$ cat config.mk
export PLATFORM = sky130hd
export DESIGN_NAME = ea_sequencer
export DESIGN_NICKNAME = d
export VERILOG_FILES = /design/src/rtl/ea_sequencer.sv
export SDC_FILE = /design/constraint.sdc
export NUM_CORES = 1
export LEC_CHECK = 0
export BUFFER_PORTS_ARGS = -buffer_cell sky130_fd_sc_hd__buf_2
export CAP_MARGIN = 20
export CORE_MARGIN = 2
export CORE_UTILIZATION = 51
export CTS_CLUSTER_DIAMETER = 40
export CTS_CLUSTER_SIZE = 25
export DETAILED_ROUTE_END_ITERATION = 7
export PLACE_DENSITY = 0.81
export SLEW_MARGIN = 20
export SYNTH_ARGS = -nofsm -noshare
export SYNTH_HDL_FRONTEND = slang
export SYNTH_SLANG_ARGS = --single-unit
export TNS_END_PERCENT = 30
$ cat constraint.sdc
create_clock -name clk -period 4 [get_ports clk]
set_input_delay 0.2 -clock clk [delete_from_list [all_inputs] [get_ports clk]]
set_output_delay 0.2 -clock clk [all_outputs]
set_load 0.01 [all_outputs]
$ cat src/rtl/ea_sequencer.sv
module ea_sequencer #(
  parameter int DW = 4,
  parameter int CW = 8
) (
  input  logic          clk,
  input  logic          rst_n,
  input  logic          start,
  input  logic [35:0]   instr,
  input  logic [DW-1:0] depth_limit,
  output logic          mem_req,
  output logic [14:0]   mem_addr,
  input  logic          mem_valid,
  input  logic [35:0]   mem_rdata,
  output logic          busy,
  output logic          done,
  output logic [14:0]   ea,
  output logic [5:0]    opcode,
  output logic [CW-1:0] cycles,
  output logic          depth_err
);
  typedef enum logic [2:0] {S_IDLE, S_EVAL, S_IDX, S_IND, S_DONE} state_t;

  state_t        st;
  logic [14:0]   y;
  logic [8:0]    xsel;
  logic          ind, xdone;
  logic [DW-1:0] depth;
  logic [15:0]   raw_sum;
  logic [14:0]   ring_sum;

  assign raw_sum  = {1'b0, y} + {1'b0, mem_rdata[14:0]};
  assign ring_sum = raw_sum[14:0] + {14'd0, raw_sum[15]};

  assign mem_req  = (st == S_IDX) || (st == S_IND);
  assign mem_addr = (st == S_IDX) ? {6'd0, xsel} : y;
  assign busy     = (st != S_IDLE);
  assign done     = (st == S_DONE);
  assign ea       = y;

  always_ff @(posedge clk) begin
    if (!rst_n) begin
      st <= S_IDLE;
      y <= '0;
      xsel <= '0;
      ind <= 1'b0;
      xdone <= 1'b0;
      depth <= '0;
      cycles <= '0;
      opcode <= '0;
      depth_err <= 1'b0;
    end else begin
      case (st)
        S_IDLE: if (start) begin
          opcode <= instr[35:30];
          ind <= instr[29];
          xsel <= instr[26:18];
          y <= instr[14:0];
          xdone <= 1'b0;
          depth <= '0;
          cycles <= CW'(1);
          depth_err <= 1'b0;
          st <= S_EVAL;
        end
        S_EVAL: begin
          if (xsel != 9'd0 && !xdone) st <= S_IDX;
          else if (!ind) st <= S_DONE;
          else if (depth == depth_limit) begin
            depth_err <= 1'b1;
            st <= S_DONE;
          end else st <= S_IND;
        end
        S_IDX: if (mem_valid) begin
          y <= ring_sum;
          xdone <= 1'b1;
          cycles <= cycles + CW'(1);
          st <= S_EVAL;
        end
        S_IND: if (mem_valid) begin
          ind <= mem_rdata[29];
          xsel <= mem_rdata[26:18];
          y <= mem_rdata[14:0];
          xdone <= 1'b0;
          depth <= depth + DW'(1);
          cycles <= cycles + CW'(1);
          st <= S_EVAL;
        end
        default: st <= S_IDLE;
      endcase
    end
  end
endmodule

======== Word level (Yosys, flattened, before mapping) ========
Cells that the tools add are included.
operators by class
  add/sub/neg operators ................... 4
  multipliers ............................. 0
  divide/modulo/power cells ............... 0
  $lt $le $gt $ge ......................... 0
  eq/ne operators ......................... 12
  shift-type cells ........................ 0
  muxes and demuxes ....................... 31
  bitwise operators ....................... 0
  reduce and logical (&&, ||, !) cells .... 17
operators by type and width
  kind                                                 number
  2-to-1 mux 15 bit                                    4
  one-hot mux 15 bit (3 select lines)                  1
  2-to-1 mux 9 bit                                     2
  one-hot mux 9 bit (2 select lines)                   1
  adder 15 x 15 -> 16 bit                              1
  2-to-1 mux 8 bit                                     2
  one-hot mux 8 bit (2 select lines)                   1
  adder 15 x 1 -> 15 bit                               1
  2-to-1 mux 3 bit                                     5
  != test 2 bit, second input constant                 6
  one-hot mux 3 bit (3 select lines)                   1
  nonzero test 9 bit                                   1
  adder 8 x 1 -> 8 bit, second input constant          1
  2-to-1 mux 1 bit                                     8
  2-to-1 mux 4 bit                                     2
  one-hot mux 4 bit (2 select lines)                   1
  equality test 3 x 2 -> 1 bit, second input constant  2
  AND reduction 3 bit                                  2
  nonzero test 2 bit                                   3
  nonzero test 3 bit                                   2
  AND reduction 5 bit                                  1
  adder 4 x 1 -> 4 bit, second input constant          1
  equality test 4 bit                                  1
  one-hot mux 1 bit (2 select lines)                   2
  other kinds (11)                                     12
word-level totals
  bits in registers ....................... 48
  latch bits .............................. 0
  memory bits (writable) .................. 0
  bits in read-only memories .............. 0
  input bits .............................. 80
  output and inout bits ................... 48
  logic and storage cells ................. 73
  memories kept ........................... 0

======== Longest topological paths before layout ========
Gate-level depths: netlist (run 1).
  depth in word-level cells ............... 5
  depth in mapped cells ................... 16
  depth with buffers taken out ............ 14

======== Worst setup path after synthesis (run 1) ========
No wires, ideal clock.
  path kind ............................... reg-to-reg
  start ................................... register y[11], in the netlist ea[11]
  end ..................................... register y[14], in the netlist ea[14]
  library setup time ...................... 0.087 ns
  data arrival time ....................... 3.130 ns
  data required time ...................... 3.913 ns
  path slack .............................. 0.783 ns
  cell stages (with the launch flop) ...... 16
  buffers on the path ..................... 2
  clock period less this slack ............ 3.217 ns
  cells stage by stage .................... dfxtp_1 > ha_1 > clkbuf_1 > and3_1 > a221o_1 > nor3_1 > a21oi_1 > a21o_1 > a21o_1 > ha_1 > ha_1 > and2_1 > clkbuf_1 > and2_1 > and4_2 > o31ai_1
on the way
  longest elaborated chain between the ends .. 4
RTL lines
  item                                 RTL line  source
  start, declared                      24        logic [14:0] y;
  start signal, assigned               57        y <= instr[14:0];
  start signal, assigned               73        y <= ring_sum;
  start signal, assigned               81        y <= mem_rdata[14:0];
  adder 15 x 15 -> 16 bit              31        assign raw_sum = {1'b0, y} + {1'b0, mem_rdata[14:0]};
  adder 15 x 1 -> 15 bit               32        assign ring_sum = raw_sum[14:0] + {14'd0, raw_sum[15]};
  2-to-1 mux 15 bit                    72        S_IDX: if (mem_valid) begin
  one-hot mux 15 bit (3 select lines)  52        case (st)
No other way between the ends. The select of a mux whose other input is x is not followed.
A chain may end at the register's enable or synchronous reset.

======== Worst setup path in the final report (run 1) ========
  start ................................... register y[1], in the netlist ea[1]
  end ..................................... register y[14], in the netlist ea[14]
The elaborated chain is that of the path after synthesis.

==> flow_metrics.env, run 1 <==
export IMPL_status="finished clean"
export IMPL_area_growth_pct=19.68
export IMPL_grt_max_degree=45
export IMPL_rsz0062_at_grt="false"
export IMPL_cellPowerDensity_nw_per_um2=390.4
export IMPL_internal_power_mw=1.022
export IMPL_p_leak_nw=2.084
export IMPL_drcViolationCount=0
export IMPL_tightest_slew_ps=733.1
export IMPL_swShare_pct=40.48
export IMPL_tritoncts="built"
export IMPL_ys_seq_area_share_pct=26.15
export IMPL_syn_area_um2=3675
export IMPL_hold_class="primary input to flip-flop"
export IMPL_hold_buffers=0
export IMPL_setup_viol_count_final=0
export IMPL_die_w_um=88.89
export IMPL_p_seq_share_pct=33.6
export IMPL_drtPass1Iterations=7
export IMPL_synth_ff_type="dfxtp_1"
export IMPL_clk_root_buffer_cell="clkbuf_8"
export IMPL_crit_chain="ha_1, a211oi_4, o21ai_2, o211ai_1, a21oi_1, a21o_1, a21o_1, ha_1, ha_1, and2_1, and2_1, and4_2, o31ai_1"
export IMPL_antenna_found_initial=0
export IMPL_synth_edff_count=0
export IMPL_die_area_um2=7901
export IMPL_placed_area_um2=4275
export IMPL_final_max_slew_viol_count=0
export IMPL_drive_gt1_share_pct=26.32
export IMPL_crit_path_end="ea[14]$_SDFFE_PN0P_"
export IMPL_clk_pin_slew_ps=100
export IMPL_timing_final_hold_violations=0
export IMPL_htreeDepth=2
export IMPL_fmax_mhz=298.5
export IMPL_worstSetupPathDepth=13
export IMPL_synth_top_area_share_pct=26.15
export IMPL_synthArstFlopShare_pct=0
export IMPL_reg2reg_from="ea[1]$_SDFFE_PN0P_"
export IMPL_worstPathArrival_ps=3590
export IMPL_cp_common_cell="ha_1"
export IMPL_initialDrtViolationCount=192
export IMPL_ir_worst_vdd_uv=184.1
export IMPL_postCtsSetupRepairBufs=0
export IMPL_synthCells=475
export IMPL_finalCritPeriodShare_pct=83.75
export IMPL_synthTopCellsByArea="dfxtp_1 26%, nand2_1 7.0%, nand3_1 6.7%, ha_1 6.5%, xor2_1 3.6%"
export IMPL_start_util_pct=53.50
export IMPL_track_usage_pct=27.08
export IMPL_syn_nets=575
export IMPL_cpMaxStageDelayCell="dfxtp_1"
export IMPL_relSlewSlack_pct=51.12
export IMPL_io_buffers=111
export IMPL_cp_start_kind="flip-flop"
export IMPL_antenna_cells=0
export IMPL_hpwlAfterDp_um=7721
export IMPL_maxCapViolations=0
export IMPL_grt_overflow=0
export IMPL_endpoint_kind="flip-flop"
export IMPL_period_needed_ps=3350
export IMPL_clockBufferDepth=2
export IMPL_clkSinkCount=48
export IMPL_ys_types=66
export IMPL_grt_pass1_wl_um=16880
export IMPL_row_count=30
export IMPL_numCtsBuffers=5
export IMPL_tns_ps=0
export IMPL_grt_pass1_vias=3720
export IMPL_reg2reg_depth=13
export IMPL_syn_area_per_cell_um2=7.736
export IMPL_cpPeakStageDelay_ps=460
export IMPL_wl_per_cell_um=15.60
export IMPL_r2r_slack_ps=650
export IMPL_ctsResizeCount=0
export IMPL_num_vias=3867
export IMPL_wirelength_um=10390
export IMPL_timing_rr_end="ea[14]$_SDFFE_PN0P_"
export IMPL_yosys_warnings=0
export IMPL_crit_start="ea[1]$_SDFFE_PN0P_"
export IMPL_final_nets=669
export IMPL_worstPathRequired_ps=4240
export IMPL_critPathMaxFanout=7
export IMPL_core_um2=6869
export IMPL_die_y_um=88.89
export IMPL_critical_path_top_delay_family="compound AO/OA/AOI/OAI gates"
export IMPL_cp_num_buf_inv=0
export IMPL_final_area_um2=4398
export IMPL_worstSetupPathType="flip-flop to flip-flop"
export IMPL_synth_top_area_cell="dfxtp_1"
export IMPL_place_congestion=0.8918
export IMPL_clock_latency_ps=320
export IMPL_power_net_switching_mw=0.6950
export IMPL_ys_ff_latch=48
export IMPL_clkPwrFrac_pct=22.2
export IMPL_io_pins=128
export IMPL_skew_ps=8.530
export IMPL_avgViaCountPerCell=5.806
export IMPL_drtAntennaViolNets=0
export IMPL_combPwrFrac_pct=44.1
-- layer usage --
layer	part of all wire [%]	wire, µm	GRT usage, %
met1	45	4702	33.62
met2	47	4902	46.81
met3	5.9	614	5.131
met4	1.6	168	9.366
met5	0	0	0
-- worst min-delay path by stage --
stage | to | cells past startpoint | from | slack (ps)
after floorplan | opcode[4]$_SDFFE_PN0P_ | 2 | instr[34] | 340
after global placement | opcode[2]$_SDFFE_PN0P_ | 2 | opcode[2]$_SDFFE_PN0P_ | 450
after detailed placement | opcode[0]$_SDFFE_PN0P_ | 2 | opcode[0]$_SDFFE_PN0P_ | 460
after CTS | opcode[0]$_SDFFE_PN0P_ | 3 | instr[30] | 120
after global routing | opcode[0]$_SDFFE_PN0P_ | 3 | instr[30] | 120
final | opcode[0]$_SDFFE_PN0P_ | 3 | instr[30] | 120
-- power groups by stage --
stage	logic (mW)	registers, mW	clock network [mW]
after floorplan	0.534	0.584	0
after global placement	0.723	0.585	0
after detailed placement	0.743	0.588	0
after CTS	0.748	0.576	0.387
after global routing	0.838	0.584	0.403
final	0.758	0.577	0.382
-- through the flow --
step | power [mW] | worst slack (ps) | hold slack, ps | utilization (%) | std cells
global placement | 1.309 | 757.9 | 449.0 | 62.24 | 658
CTS | 1.711 | 698.6 | 119.1 | 63.92 | 666
finish | 1.717 | 650.2 | 121.4 | 64.03 | 666
global route | 1.824 | 385.1 | 122.2 | 64.03 | 666
detailed placement | 1.331 | 723.1 | 457.3 | 62.24 | 658
floorplan | 1.118 | 783.0 | 344.9 | - | 475
-- cell type report --
type / instances / area [µm²]
clock inverters: 3 / 46.29
clock buffers: 5 / 68.82
well taps: 96 / 120.1
fillers: 659 / 2471
flip-flops and latches: 48 / 960.9
multi-input cells: 393 / 2597
inverters: 7 / 26.28
repair buffers: 114 / 578.1
-- cells by family after synthesis --
group                      Yosys count  synth area share, %
buffers and inverters               34                3.473
adders and majority gates           20                7.014
and+or+nand+nor                    213                28.43
AOI/OAI and AO/OA                  122                25.16
DFF                                 48                26.15
muxes                               12                3.575
xor gates and xnor gates            26                6.197
-- synthesized netlist by cell type (10+ instances only) --
cell	number
o211a_1	11
a21boi_0	10
clkbuf_1	26
o21ai_0	15
ha_1	19
xor2_1	15
and2_1	13
dfxtp_1	48
a21oi_1	22
a31oi_1	10
nand3_1	49
xnor2_1	11
nor2_1	32
nand2_1	69
o211ai_1	10
-- placed cells by master (no fill, tap or decap), types with 2 or more instances in the layout --
cell       instances
a21oi_1           21
a21o_1             6
nand4_1            7
nor4_1             4
a21boi_0          10
a31oi_1           10
nor2b_1            9
o31a_1             3
dfxtp_1           48
mux2i_1            3
xnor2_1           11
or2_2              2
clkbuf_8           5
o21ai_2            2
nand2b_1           3
o2111ai_1          2
a221oi_1           2
nand3_1           49
and3_1             6
o21bai_1           2
ha_1              19
nor3_1             9
mux2_2             9
inv_1              6
o211a_1           11
o21a_1             4
o211ai_1          10
nand2_1           69
o21ai_0           15
a211o_1            2
a211oi_1           2
buf_2            111
and2_1            13
nor2_1            32
xor2_1            15
buf_4              3
-- flip-flops by register name, indices dropped and copies added (netlist names) --
name       flops
cycles         8
depth          4
depth_err      1
ea            15
ind            1
opcode         6
st             3
xdone          1
xsel           9
-- tightest hold or removal path, stage by stage --
cell      delay, ps
buf_2           100
nand2_1          40
a21boi_0         60
Note: power is estimated with default switching activity, not from simulation.
==> run 2, diff against run 1 <==
Settings changed: ABC_AREA set to 1, CORE_UTILIZATION 51 to 46, PLACE_DENSITY 0.81 to 0.78.
Clock period 4 ns to 2.95 ns, I/O delays scaled along.
==> run 2 against run 1 <==
Against the previous run: setup slack got worse by 560 ps; first-iteration DRC count rose by 37%; synthesized cell count rose by 23%; clock-buffer cell count did not move; final area rose by 12%; via count rose by 13%; critical path type unchanged; core utilization rose by 0.30 points; combinational power rose to 4.1 times the previous value; final cell count rose by 24%; flip-flop and latch count did not move; maximum frequency rose by 17%; worst hold slack got worse by 70 ps.
==> flow_metrics.env, run 2 <==
export IMPL_die_w_um=92.82
export IMPL_critPathMaxFanout=5
export IMPL_syn_area_um2=3628
export IMPL_combPwrFrac_pct=66.4
export IMPL_ir_worst_vdd_uv=680.8
export IMPL_relSlewSlack_pct=56.49
export IMPL_crit_chain="ha_4, inv_1, nand2_1, nand3_2, nand2_2, nand2_4, nand2_4, a21oi_2, o21bai_1, ha_2, ha_4, inv_2, nor2_4, nand3_4, nor2_4, nand4_4, nor2_4, nand2_1, nand2_1, nand3_2, a21oi_1"
export IMPL_reg2reg_from="ea[2]$_SDFFE_PN0P_"
export IMPL_critical_path_top_delay_family="simple AND/OR/NAND/NOR gates"
export IMPL_internal_power_mw=2.335
export IMPL_worst_slack_ps=85.64
export IMPL_drive_gt1_share_pct=31.96
export IMPL_antenna_found_initial=0
export IMPL_rsz0062_at_grt="true"
export IMPL_ys_seq_area_share_pct=26.48
export IMPL_tightest_slew_ps=648.7
export IMPL_cpMaxStageDelayCell="dfxtp_1"
export IMPL_wl_per_cell_um=14.14
export IMPL_skew_ps=15.70
export IMPL_timing_rr_end="ea[12]$_SDFFE_PN0P_"
export IMPL_finalCritPeriodShare_pct=97.10
export IMPL_htreeDepth=2
export IMPL_fin_util_pct=64.32
export IMPL_clk_root_buffer_cell="clkbuf_8"
export IMPL_drtPass1Iterations=5
export IMPL_synthCells=585
export IMPL_period_needed_ps=2864
export IMPL_synth_ff_type="dfxtp_1"
export IMPL_io_pins=128
export IMPL_cellPowerDensity_nw_per_um2=940.5
export IMPL_pre_cts_slack_ps=13.03
export IMPL_yosys_warnings=0
export IMPL_synth_edff_count=0
export IMPL_clkPwrFrac_pct=11.4
export IMPL_whs_ps=51.28
export IMPL_r2r_slack_ps=90
export IMPL_tritoncts="built"
export IMPL_power_net_switching_mw=2.315
export IMPL_synthTopCellsByArea="dfxtp_1 26%, nand2_1 18%, inv_1 8.0%, ha_1 6.6%, nand3_1 6.1%"
export IMPL_fillers=701
export IMPL_synthTopCellsByCount="171 x nand2_1, 77 x inv_1, 48 x dfxtp_1, 47 x nor2_1, 44 x nand3_1"
export IMPL_worstPathRequired_ps=3180
export IMPL_setup_viol_count_final=0
export IMPL_initialDrtViolationCount=263
export IMPL_grt_pass1_wl_um=18000
export IMPL_row_count=32
export IMPL_syn_area_per_cell_um2=6.203
export IMPL_timing_final_hold_violations=0
export IMPL_hp_start="instr[32]"
export IMPL_clk_pin_slew_ps=100
export IMPL_drcViolationCount=0
export IMPL_syn_nets=685
export IMPL_drtAntennaViolNets=0
export IMPL_synth_top_area_share_pct=26.48
export IMPL_grt_overflow=0
export IMPL_worstPathArrival_ps=3100
export IMPL_grt_max_degree=27
export IMPL_swShare_pct=49.78
export IMPL_io_buffers=111
export IMPL_min_to="opcode[2]$_SDFFE_PN0P_"
export IMPL_crit_start="ea[2]$_SDFFE_PN0P_"
export IMPL_core_um2=7687
export IMPL_ys_ff_latch=48
export IMPL_ys_types=39
export IMPL_grt_pass1_vias=3995
export IMPL_maxCapViolations=0
export IMPL_hold_class="primary input to flip-flop"
export IMPL_start_util_pct=47.20
export IMPL_clockBufferDepth=2
export IMPL_yosysMostFrequentCell="nand2_1"
export IMPL_track_usage_pct=25.55
export IMPL_place_congestion=0.9296
export IMPL_total_power_mw=4.651
export IMPL_antenna_cells=0
export IMPL_clkSinkCount=48
export IMPL_synth_top_area_cell="dfxtp_1"
export IMPL_avgViaCountPerCell=5.283
export IMPL_die_area_um2=8615
export IMPL_wirelength_um=11710
export IMPL_reg2reg_depth=21
export IMPL_cp_num_buf_inv=2
export IMPL_synthArstFlopShare_pct=0
export IMPL_cpPeakStageDelay_ps=360
export IMPL_hpwlAfterDp_um=8547
export IMPL_area_growth_pct=36.28
export IMPL_numCtsBuffers=5
export IMPL_cp_start_kind="flip-flop"
export IMPL_worstSetupPathType="flip-flop to flip-flop"
export IMPL_p_seq_share_pct=22.2
export IMPL_die_y_um=92.82
export IMPL_largest_reg_flops=15
export IMPL_status="finished clean"
export IMPL_p_leak_nw=2.488
export IMPL_holdPathStages=3
export IMPL_num_vias=4374
export IMPL_final_cell_mix="158 x nand2_1, 111 x buf_2, 76 x inv_1"
export IMPL_final_nets=825
export IMPL_endpoint_kind="flip-flop"
export IMPL_final_max_slew_viol_count=0
export IMPL_clock_latency_ps=320
export IMPL_fmax_mhz=349.1
export IMPL_layout_commonest_cell="nand2_1"
[run 2: changes by cell type after synthesis, sizes merged, moves of 19 or more]
| cell | before | now |
|---|---|---|
| inv | 7 | 83 |
| nand2 | 69 | 178 |
| nor2 | 32 | 56 |
| clkbuf | 26 | 7 |
| o21ai | 17 | 39 |
[run 2: tightest hold or removal path, delay by kind of cell]
family,cells,cell delay [ps]
buf+inv,1,80
simple gates,2,110
[run 2: worst max-delay path by stage]
stage,endpoint,cells after the start
final,ea[12]$_SDFFE_PN0P_,21
after global routing,ea[12]$_SDFFE_PN0P_,21
after detailed placement,ea[14]$_SDFFE_PN0P_,20
after floorplan,ea[14]$_SDFFE_PN0P_,20
after CTS,ea[10]$_SDFFE_PN0P_,19
after global placement,ea[12]$_SDFFE_PN0P_,20
[run 2: routing by layer]
| layer | wire length (µm) | vias up | GRT usage [%] |
|---|---|---|---|
| li1 | - | 2184 | - |
| met1 | 4859 | 1978 | 32.13 |
| met2 | 5640 | 180 | 44.75 |
| met3 | 854 | 32 | 3.906 |
| met4 | 354 | 0 | 7.966 |
| met5 | 0 | - | 0 |
[run 2: cell families (layout without fill, tap and decap cells)]
| family | after synthesis | after routing | share of synthesized area, % |
|---|---|---|---|
| buffers and inverters | 100 | 241 | 11.21 |
| adders and majority gates | 20 | 20 | 7.104 |
| and+or+nand+nor | 306 | 306 | 36.69 |
| xor gates and xnor gates | 9 | 9 | 2.173 |
| AOI/OAI and AO/OA | 102 | 102 | 16.35 |
| DFF | 48 | 48 | 26.48 |
[run 2: timing repair]
item,4_1_cts,5_1_grt
gates resized for setup,5,56
pin swaps,4,23
hold endpoints to repair,0,0
setup endpoints to repair,3,8
buffers inserted,0,4
hold buffers,0,0
[run 2: per-stage QoR]
stage | instance area, µm² | instances | setup TNS, ps
floorplan | 3628 | 585 | 0
global placement | 4476 | 816 | 0
detailed placement | 4476 | 816 | 0
CTS | 4629 | 824 | 0
global route | 4945 | 828 | -299.1
finish | 4945 | 828 | 0
[run 2: cell type report]
class                           instances  area, µm²  share of cell area (%)
Clock buffer                            5      68.82                   1.392
Clock inverter                          3      50.05                   1.012
Inverter                               84      315.3                   6.377
Multi-Input combinational cell        437       2567                   51.92
Sequential cell                        48      974.7                   19.71
Tap cell                              102      127.6                   2.581
Timing Repair Buffer                  149      840.8                   17.00
[run 2: power groups by stage]
stage | Sequential [mW] | Clock [mW] | Combinational [mW]
2_1_floorplan | 1.06 | 0 | 1.75
3_3_place_gp | 0.988 | 0 | 2.67
3_5_place_dp | 0.995 | 0 | 2.73
4_1_cts | 0.988 | 0.535 | 2.77
5_1_grt | 1.06 | 0.559 | 3.42
6_report | 1.03 | 0.530 | 3.09
